--- src/rtl/rsteer_pkg.sv ---
package rsteer_pkg;
  localparam int ROW_W    = 10;
  localparam int CBLK_W   = 1;
  localparam int COLSEL_W = 4;
  localparam int DATA_W   = 32;
  localparam int COL_GRP  = 4;
  localparam int ROW_GRP  = 8;
  localparam int HALVES   = 2;

  localparam int HALF_W   = $clog2(HALVES);
  localparam int ADDR_W   = ROW_W + CBLK_W + COLSEL_W;
  localparam int WCOL_W   = CBLK_W + COLSEL_W;
  localparam int PCOL_W   = WCOL_W + $clog2(DATA_W);
  localparam int CGRP_W   = PCOL_W - $clog2(COL_GRP);
  localparam int LANES    = DATA_W / COL_GRP;
  localparam int LANE_W   = CGRP_W - WCOL_W;
  localparam int RIDX_W   = $clog2(ROW_GRP);
  localparam int RGRP_W   = ROW_W - RIDX_W;
  localparam int FAULT_W  = (CGRP_W > RGRP_W) ? CGRP_W : RGRP_W;

  typedef struct packed {
    logic [HALVES-1:0]  loadRow;
    logic [HALVES-1:0]  loadCol;
    logic               enBit;
    logic [FAULT_W-1:0] fault;
  } wrStrobe_t;
endpackage

--- src/rtl/rsteer_ctrl.sv ---
module rsteer_ctrl
  import rsteer_pkg::*;
(
  input  logic               wrEn,
  input  logic               wrKind,
  input  logic [HALF_W-1:0]  wrHalf,
  input  logic               wrEnable,
  input  logic [FAULT_W-1:0] wrFault,
  output wrStrobe_t          strobe
);
  always_comb begin
    strobe = '0;
    strobe.enBit = wrEnable;
    strobe.fault = wrFault;
    for (int h = 0; h < HALVES; h++) begin
      if (wrEn && (wrHalf == HALF_W'(h))) begin
        if (wrKind) strobe.loadCol[h] = 1'b1;
        else        strobe.loadRow[h] = 1'b1;
      end
    end
  end
endmodule

--- src/rtl/rsteer_dp.sv ---
module rsteer_dp
  import rsteer_pkg::*;
(
  input  logic              clk,
  input  logic              rst,
  input  wrStrobe_t         strobe,
  input  logic [ADDR_W-1:0] accAddr,
  output logic              rowSpareSel,
  output logic [RIDX_W-1:0] rowSpareIdx,
  output logic              colSpareSel,
  output logic [LANES-1:0]  colLaneMask,
  output logic [HALF_W-1:0] spareHalf,
  output logic              bothHit
);
  logic [HALVES-1:0]             rowEn;
  logic [HALVES-1:0][RGRP_W-1:0] rowFault;
  logic [HALVES-1:0]             colEn;
  logic [HALVES-1:0][CGRP_W-1:0] colFault;

  always_ff @(posedge clk) begin
    if (rst) begin
      rowEn    <= '0;
      rowFault <= '0;
      colEn    <= '0;
      colFault <= '0;
    end else begin
      for (int h = 0; h < HALVES; h++) begin
        if (strobe.loadRow[h]) begin
          rowEn[h]    <= strobe.enBit;
          rowFault[h] <= strobe.fault[RGRP_W-1:0];
        end
        if (strobe.loadCol[h]) begin
          colEn[h]    <= strobe.enBit;
          colFault[h] <= strobe.fault[CGRP_W-1:0];
        end
      end
    end
  end

  logic [ROW_W-1:0]  rowNum;
  logic [HALF_W-1:0] halfIdx;
  logic [RGRP_W-1:0] rowGrp;
  logic [WCOL_W-1:0] wordCol;
  logic [CGRP_W-1:0] selColFault;
  logic              rowHit;
  logic              colHit;

  assign rowNum      = accAddr[ADDR_W-1 -: ROW_W];
  assign halfIdx     = rowNum[ROW_W-1 -: HALF_W];
  assign rowGrp      = rowNum[ROW_W-1:RIDX_W];
  assign wordCol     = accAddr[WCOL_W-1:0];
  assign selColFault = colFault[halfIdx];

  assign rowHit = rowEn[halfIdx] && (rowFault[halfIdx] == rowGrp);
  assign colHit = colEn[halfIdx] && (selColFault[CGRP_W-1:LANE_W] == wordCol);

  assign rowSpareSel = rowHit;
  assign rowSpareIdx = rowNum[RIDX_W-1:0];
  assign colSpareSel = colHit && !rowHit;
  assign bothHit     = colHit && rowHit;
  assign spareHalf   = (rowHit || colHit) ? halfIdx : '0;

  for (genvar l = 0; l < LANES; l++) begin : g_lane
    assign colLaneMask[l] = colSpareSel && (selColFault[LANE_W-1:0] == LANE_W'(l));
  end
endmodule

--- src/rtl/rsteer_top.sv ---
module rsteer_top
  import rsteer_pkg::*;
(
  input  logic               clk,
  input  logic               rst,
  input  logic               wrEn,
  input  logic               wrKind,
  input  logic [HALF_W-1:0]  wrHalf,
  input  logic               wrEnable,
  input  logic [FAULT_W-1:0] wrFault,
  input  logic [ADDR_W-1:0]  accAddr,
  output logic               rowSpareSel,
  output logic [RIDX_W-1:0]  rowSpareIdx,
  output logic               colSpareSel,
  output logic [LANES-1:0]   colLaneMask,
  output logic [HALF_W-1:0]  spareHalf,
  output logic               bothHit
);
  wrStrobe_t strobe;

  rsteer_ctrl u_ctrl (
    .wrEn     (wrEn),
    .wrKind   (wrKind),
    .wrHalf   (wrHalf),
    .wrEnable (wrEnable),
    .wrFault  (wrFault),
    .strobe   (strobe)
  );

  rsteer_dp u_dp (
    .clk         (clk),
    .rst         (rst),
    .strobe      (strobe),
    .accAddr     (accAddr),
    .rowSpareSel (rowSpareSel),
    .rowSpareIdx (rowSpareIdx),
    .colSpareSel (colSpareSel),
    .colLaneMask (colLaneMask),
    .spareHalf   (spareHalf),
    .bothHit     (bothHit)
  );
endmodule

--- config.mk ---
export PLATFORM = sky130hd
export DESIGN_NAME = rsteer_top
export DESIGN_NICKNAME = d
export VERILOG_FILES = /design/src/rtl/rsteer_pkg.sv /design/src/rtl/rsteer_ctrl.sv /design/src/rtl/rsteer_dp.sv /design/src/rtl/rsteer_top.sv
export SDC_FILE = /design/constraint.sdc
export NUM_CORES = 1
export LEC_CHECK = 0
export BUFFER_PORTS_ARGS = -buffer_cell sky130_fd_sc_hd__buf_4
export CORE_MARGIN = 1.5
export CORE_UTILIZATION = 56
export DETAILED_ROUTE_END_ITERATION = 10
export PLACE_DENSITY = 0.95
export SETUP_SLACK_MARGIN = 0.2
export SKIP_CTS_REPAIR_TIMING = 1
export SYNTH_ARGS = -nofsm -noshare
export SYNTH_HDL_FRONTEND = slang
export SYNTH_SLANG_ARGS = --single-unit
--- constraint.sdc ---
create_clock -name clk -period 4.2 [get_ports clk]
set_input_delay 0.21 -clock clk [delete_from_list [all_inputs] [get_ports clk]]
set_output_delay 0.21 -clock clk [all_outputs]
set_load 0.02 [all_outputs]
Yosys cells after proc, flatten, opt, wreduce, memory -nomap -nowiden
Cells that the tools add are included.
{"block": "op_classes", "add_sub_neg": 0, "order_cmp": 1, "shifts": 0, "n_bitwise": 1, "n_div": 0, "multipliers": 0, "reduce_logical": 17, "n_eq_ne": 9, "n_mux": 15}
{"cell": "8-bit two-way mux", "n": 2}
{"cell": "1-bit logical AND", "n": 14}
{"cell": "7-bit two-way mux", "n": 2}
{"cell": "3-bit equality test, second input constant", "n": 4}
{"cell": "1-bit two-way mux", "n": 11}
{"cell": "7-bit equality test", "n": 1}
{"cell": "3-bit by 2-bit equality test with 1-bit output, second input constant", "n": 2}
{"cell": "5-bit equality test", "n": 1}
{"cell": "3-bit by 1-bit equality test with 1-bit output, second input constant", "n": 1}
{"cell": "3-bit logical NOT", "n": 1}
{"cell": "1-bit by 2-bit < comparator with 1-bit output, second input constant", "n": 1}
{"cell": "1-bit logical NOT", "n": 1}
{"cell": "1-bit logical OR", "n": 1}
{"cell": "1-bit NOT", "n": 1}
{"block": "totals", "out_inout_bits": 15, "latchBits": 0, "mem_count": 0, "regBits": 34, "input_bits": 29, "romBits": 0, "mem_bits_rw": 0}

Longest topological paths before layout
{"block": "depth", "depth_word": 7, "depth_mapped": 8}

Hierarchy
Synthesis repeated with hierarchy kept, for this count alone.
{"block": "unflattened", "hier_cells": 189, "hier_area_um2": 1784.2}
{"mod": "rsteer_dp", "instances": 1, "cells_each": 176, "area_per_inst_um2": 1679.1}
{"mod": "rsteer_ctrl", "instances": 1, "cells_each": 13, "area_per_inst_um2": 105.1}

Worst setup path after synthesis
Ideal clock, no wire load.
{"block": "synth_path", "kind": "in2out", "start": "input port accAddr[14]", "end": "output port colLaneMask[0]", "required_time_ns": 3.990, "arrival_ns": 2.220, "slack_ns": 1.770, "stages": 8, "n_path_buf": 3, "path_cell_list": "buf_6 > buf_2 > mux2i_1 > xor2_1 > nand2_1 > or3_1 > clkbuf_1 > nor4_1"}
{"block": "synth_between", "elab_chain_len": 7, "word_cells_on_any_way": 16, "cone_classes": "eq/ne: 2; mux: 8; reduce/logical: 6"}
{"item": "from (decl)", "line_no": "rsteer_top.sv:11", "text": "input logic [ADDR_W-1:0] accAddr,"}
{"item": "7-bit two-way mux (implied by the code) (2 in series)", "line_no": "rsteer_dp.sv:54", "text": "assign rowHit = rowEn[halfIdx] && (rowFault[halfIdx] == rowGrp);"}
{"item": "7-bit equality test", "line_no": "rsteer_dp.sv:54"}
{"item": "1-bit logical AND", "line_no": "rsteer_dp.sv:54"}
{"item": "1-bit logical NOT", "line_no": "rsteer_dp.sv:59", "text": "assign colSpareSel = colHit && !rowHit;"}
{"item": "1-bit logical AND", "line_no": "rsteer_dp.sv:59"}
{"item": "1-bit logical AND *", "line_no": "rsteer_dp.sv:64", "text": "assign colLaneMask[l] = colSpareSel && (selColFault[LANE_W-1:0] == LANE_W'(l));"}
{"item": "to (decl)", "line_no": "rsteer_top.sv:15", "text": "output logic [LANES-1:0] colLaneMask,"}
Every way passes the cells marked *; elsewhere a longest branch is shown, timed or not. The select of a mux whose other input is x is not followed.

Final worst setup path
{"block": "layout_path", "start": "register u_dp.rowFault[9] (netlist bit)", "end": "output port bothHit"}
{"block": "layout_between", "elab_chain_len": 5}
{"item": "from (decl)", "line_no": "rsteer_dp.sv:16", "text": "logic [HALVES-1:0][RGRP_W-1:0] rowFault;"}
{"item": "from (signal, indexed assignment)", "line_no": "rsteer_dp.sv:30", "text": "rowFault[h] <= strobe.fault[RGRP_W-1:0];"}
{"item": "7-bit two-way mux (implied by the code) (2 in series)", "line_no": "rsteer_dp.sv:54"}
{"item": "7-bit equality test", "line_no": "rsteer_dp.sv:54"}
{"item": "1-bit logical AND", "line_no": "rsteer_dp.sv:54"}
{"item": "1-bit logical AND", "line_no": "rsteer_dp.sv:60", "text": "assign bothHit = colHit && rowHit;"}
{"item": "to (decl)", "line_no": "rsteer_top.sv:17", "text": "output logic bothHit"}
No other way between the ends. The select of a mux whose other input is x is not followed.

==> results.cfg <==
[setup_path]
timing.rr.end = u_dp.colFault[2]$_SDFFE_PP0P_
r2r.worst_path.cells = 2
r2r-start = u_dp.colFault[2]$_SDFFE_PP0P_
ff2ff_setup_slack_ns = 3.50
worstPathRequired_ns = 3.99
path_max_fanout = 12
path_class = register to output pin
crit_path_start_kind = register
critPathCaptureType = output pin
arrival_ns = 2.35

[outcome]
violations = design-rule violations
status = finished, violations left

[timing]
tightest_slew_ns = 0.608
clock_skew_ns = 0
hold_violations = 0
setup_viol = 0
setup_ws_ns = 1.64
tns_ns = 0
fin_crit_ns = 2.56
maxSlewHeadroom_pct = 59.3
fmax_mhz = 390
rsz0062_at_grt = false
finalCritPeriodShare_pct = 61.1
drv_slew = 0

[yosys]
yosysSeqAreaShare_pct = 40.1
synth_nets = 231
synth_largest_area_cell = dfxtp_1
syn-cell-area_um2 = 1700
async_flop_share_pct = 0
synth_flop_cell = dfxtp_1
synth_area_per_cell_um2 = 8.40
yosysUniqueCellTypes = 29
syn-instance-count = 202
yosysTopAreaCellShare_pct = 40.1
synth-edff-count = 0
synth.area.top_cells = dfxtp_1 (40%), mux2i_1 (16%), nand2_1 (9.1%)
ys_seq_elements = 34
yosys_warnings = 0

[layout]
diodes = 0
fin_cells = 263
final_util_pct = 71.7
nFillCells = 241
drive_gt1_share_pct = 21.6
multi_input_area_um2 = 925
nNetsFinal = 260
areaGrowthSynthToFinish_pct = 18.6
ff_latch_area_um2 = 681

[detailed_routing]
drcViolationCount = 5
via_per_inst = 5.63
vias = 1482
drtIter0Drc = 57
totalWireLength_um = 3570
routedWlPerCell_um = 13.6
ant_nets = 0
drt_pass1_iterations = 9

[worst_hold_path]
hp-class = input pin to register
worstHoldPathCells = 3
min_from = wrFault[7]
hold-path-endpoint = u_dp.colFault[15]$_SDFFE_PP0P_

[place]
dpl.cell_count = 255
port_buffers = 37
dpl.hpwl_um = 2590
post-place-ws_ns = 1.66
gp_congestion = 0.775

[power]
power_leakage_nw = 0.835
switching_share_pct = 24.0
report.power.total_w = 0.000639
switching_power_w = 0.000153
p_int_w = 0.000486
peakVddDrop_uv = 283
p_comb_share_pct = 12.7
powerDensity_nw_per_um2 = 318
seq_power_share_pct = 53.1
pwr-share-clk_pct = 34.1

[die]
dieArea_um2 = 3370
fp-row-count = 19
ioPinCount = 44
coreArea_um2 = 2810
die_y_um = 58.0
initial_core_util_pct = 60.5
die_x_um = 58.0

[global_route]
gr-total-overflow = 0
grtUsageTotal_pct = 23.2
grt_pass1_wl_um = 5860
grt_max_degree = 35
grt_pass1_vias = 1318
antenna_found_initial = 0

[clock_tree]
cts_tree = built
cts.sinks = 34
clockBufferDepth = 2
clock_tree.root_cell = clkbuf_4
numCtsBuffers = 5
path_clk_slew_ns = 0.10
clock_latency_ns = 0.33
cts.htree.levels = 2

[job]
drv_cap = 0
kinds of logic after synthesis:
logic type	Yosys count	share of synthesized area, %
AND/OR/NAND/NOR	86	24.0
XOR/XNOR	12	6.19
flip-flops	34	40.1
multiplexers	28	16.6
AO/OA/AOI/OAI	25	7.74
buffers and inverters	17	5.38
routing by layer:
metal  wire [µm]  share of wire, %  GRT usage, %
met5           0                 0             0
met4          42               1.2          7.97
met3         205               5.7          7.59
met2        1840                51          39.6
met1        1490                42          27.2
cells in the final DEF (no fill, tap or decap), drive strengths merged:
| master | n |
|---|---|
| nor3 | 4 |
| nand2 | 41 |
| nand3b | 2 |
| clkbuf | 8 |
| inv | 1 |
| nor2 | 20 |
| nand2b | 1 |
| nand3 | 1 |
| mux2 | 1 |
| or4 | 1 |
| buf | 38 |
| and3 | 2 |
| xnor2 | 8 |
| xor2 | 4 |
| or3 | 1 |
| a31oi | 3 |
| o21ai | 2 |
| and2 | 1 |
| nor4 | 7 |
| dfxtp | 34 |
| or2 | 1 |
| mux2i | 27 |
| a21oi | 19 |
| nor3b | 4 |
| o21a | 1 |
state kept, by name, summed over array words and instances (netlist names):
signal,cells
u_dp.rowEn,2
u_dp.colEn,2
u_dp.rowFault,14
u_dp.colFault,16
stage by stage:
| step | instance area [µm²] | hold slack (ns) |
|---|---|---|
| 2_1_floorplan | 1700 | 0.346 |
| 3_3_place_gp | 1930 | 0.420 |
| 3_5_place_dp | 1930 | 0.420 |
| 4_1_cts | 2010 | 0.112 |
| 5_1_grt | 2010 | 0.0999 |
| 6_report | 2010 | 0.125 |
layout make-up:
type | count | share of cell area [%]
clock buffers | 8 | 3.92
inverters | 1 | 0.187
multi-input cells | 151 | 46.0
flip-flops and latches | 34 | 33.8
well taps | 31 | 1.93
repair buffers | 38 | 14.2
power by group through the flow:
stage / sequential, W / clock [W] / combinational, W
after global placement: 0.000346 / 0 / 0.0000783
after floorplan: 0.000345 / 0 / 0.0000537
after CTS: 0.000339 / 0.000223 / 0.0000815
after global routing: 0.000341 / 0.000236 / 0.0000891
after detailed placement: 0.000347 / 0 / 0.0000808
final: 0.000340 / 0.000218 / 0.0000814
cell usage after synthesis, drive strengths merged, types with 4 or more instances:
cell type,count
nand2,41
dfxtp,34
mux2i,27
nor2,20
a21oi,19
clkbuf,9
xnor2,8
buf,7
nor4,7
nor3,4
nor3b,4
xor2,4
worst max-delay path by stage:
stage	start	end	slack [ns]
after floorplan	accAddr[14]	colLaneMask[0]	1.77
after global placement	accAddr[14]	bothHit	1.73
after detailed placement	accAddr[14]	bothHit	1.66
after CTS	u_dp.rowFault[9]$_SDFFE_PP0P_	bothHit	1.60
after global routing	u_dp.rowEn[0]$_SDFFE_PP0P_	colLaneMask[3]	1.43
final	u_dp.rowFault[9]$_SDFFE_PP0P_	bothHit	1.64
critical path, cell delays in order (launching register included):
cell and delay (ns):
dfxtp_1 0.32, mux2i_1 0.16, xnor2_1 0.08, or4_4 0.54, nor4_4 0.57, and2_1 0.21
buf_4 0.14
Power figures use the tool's default switching activity.
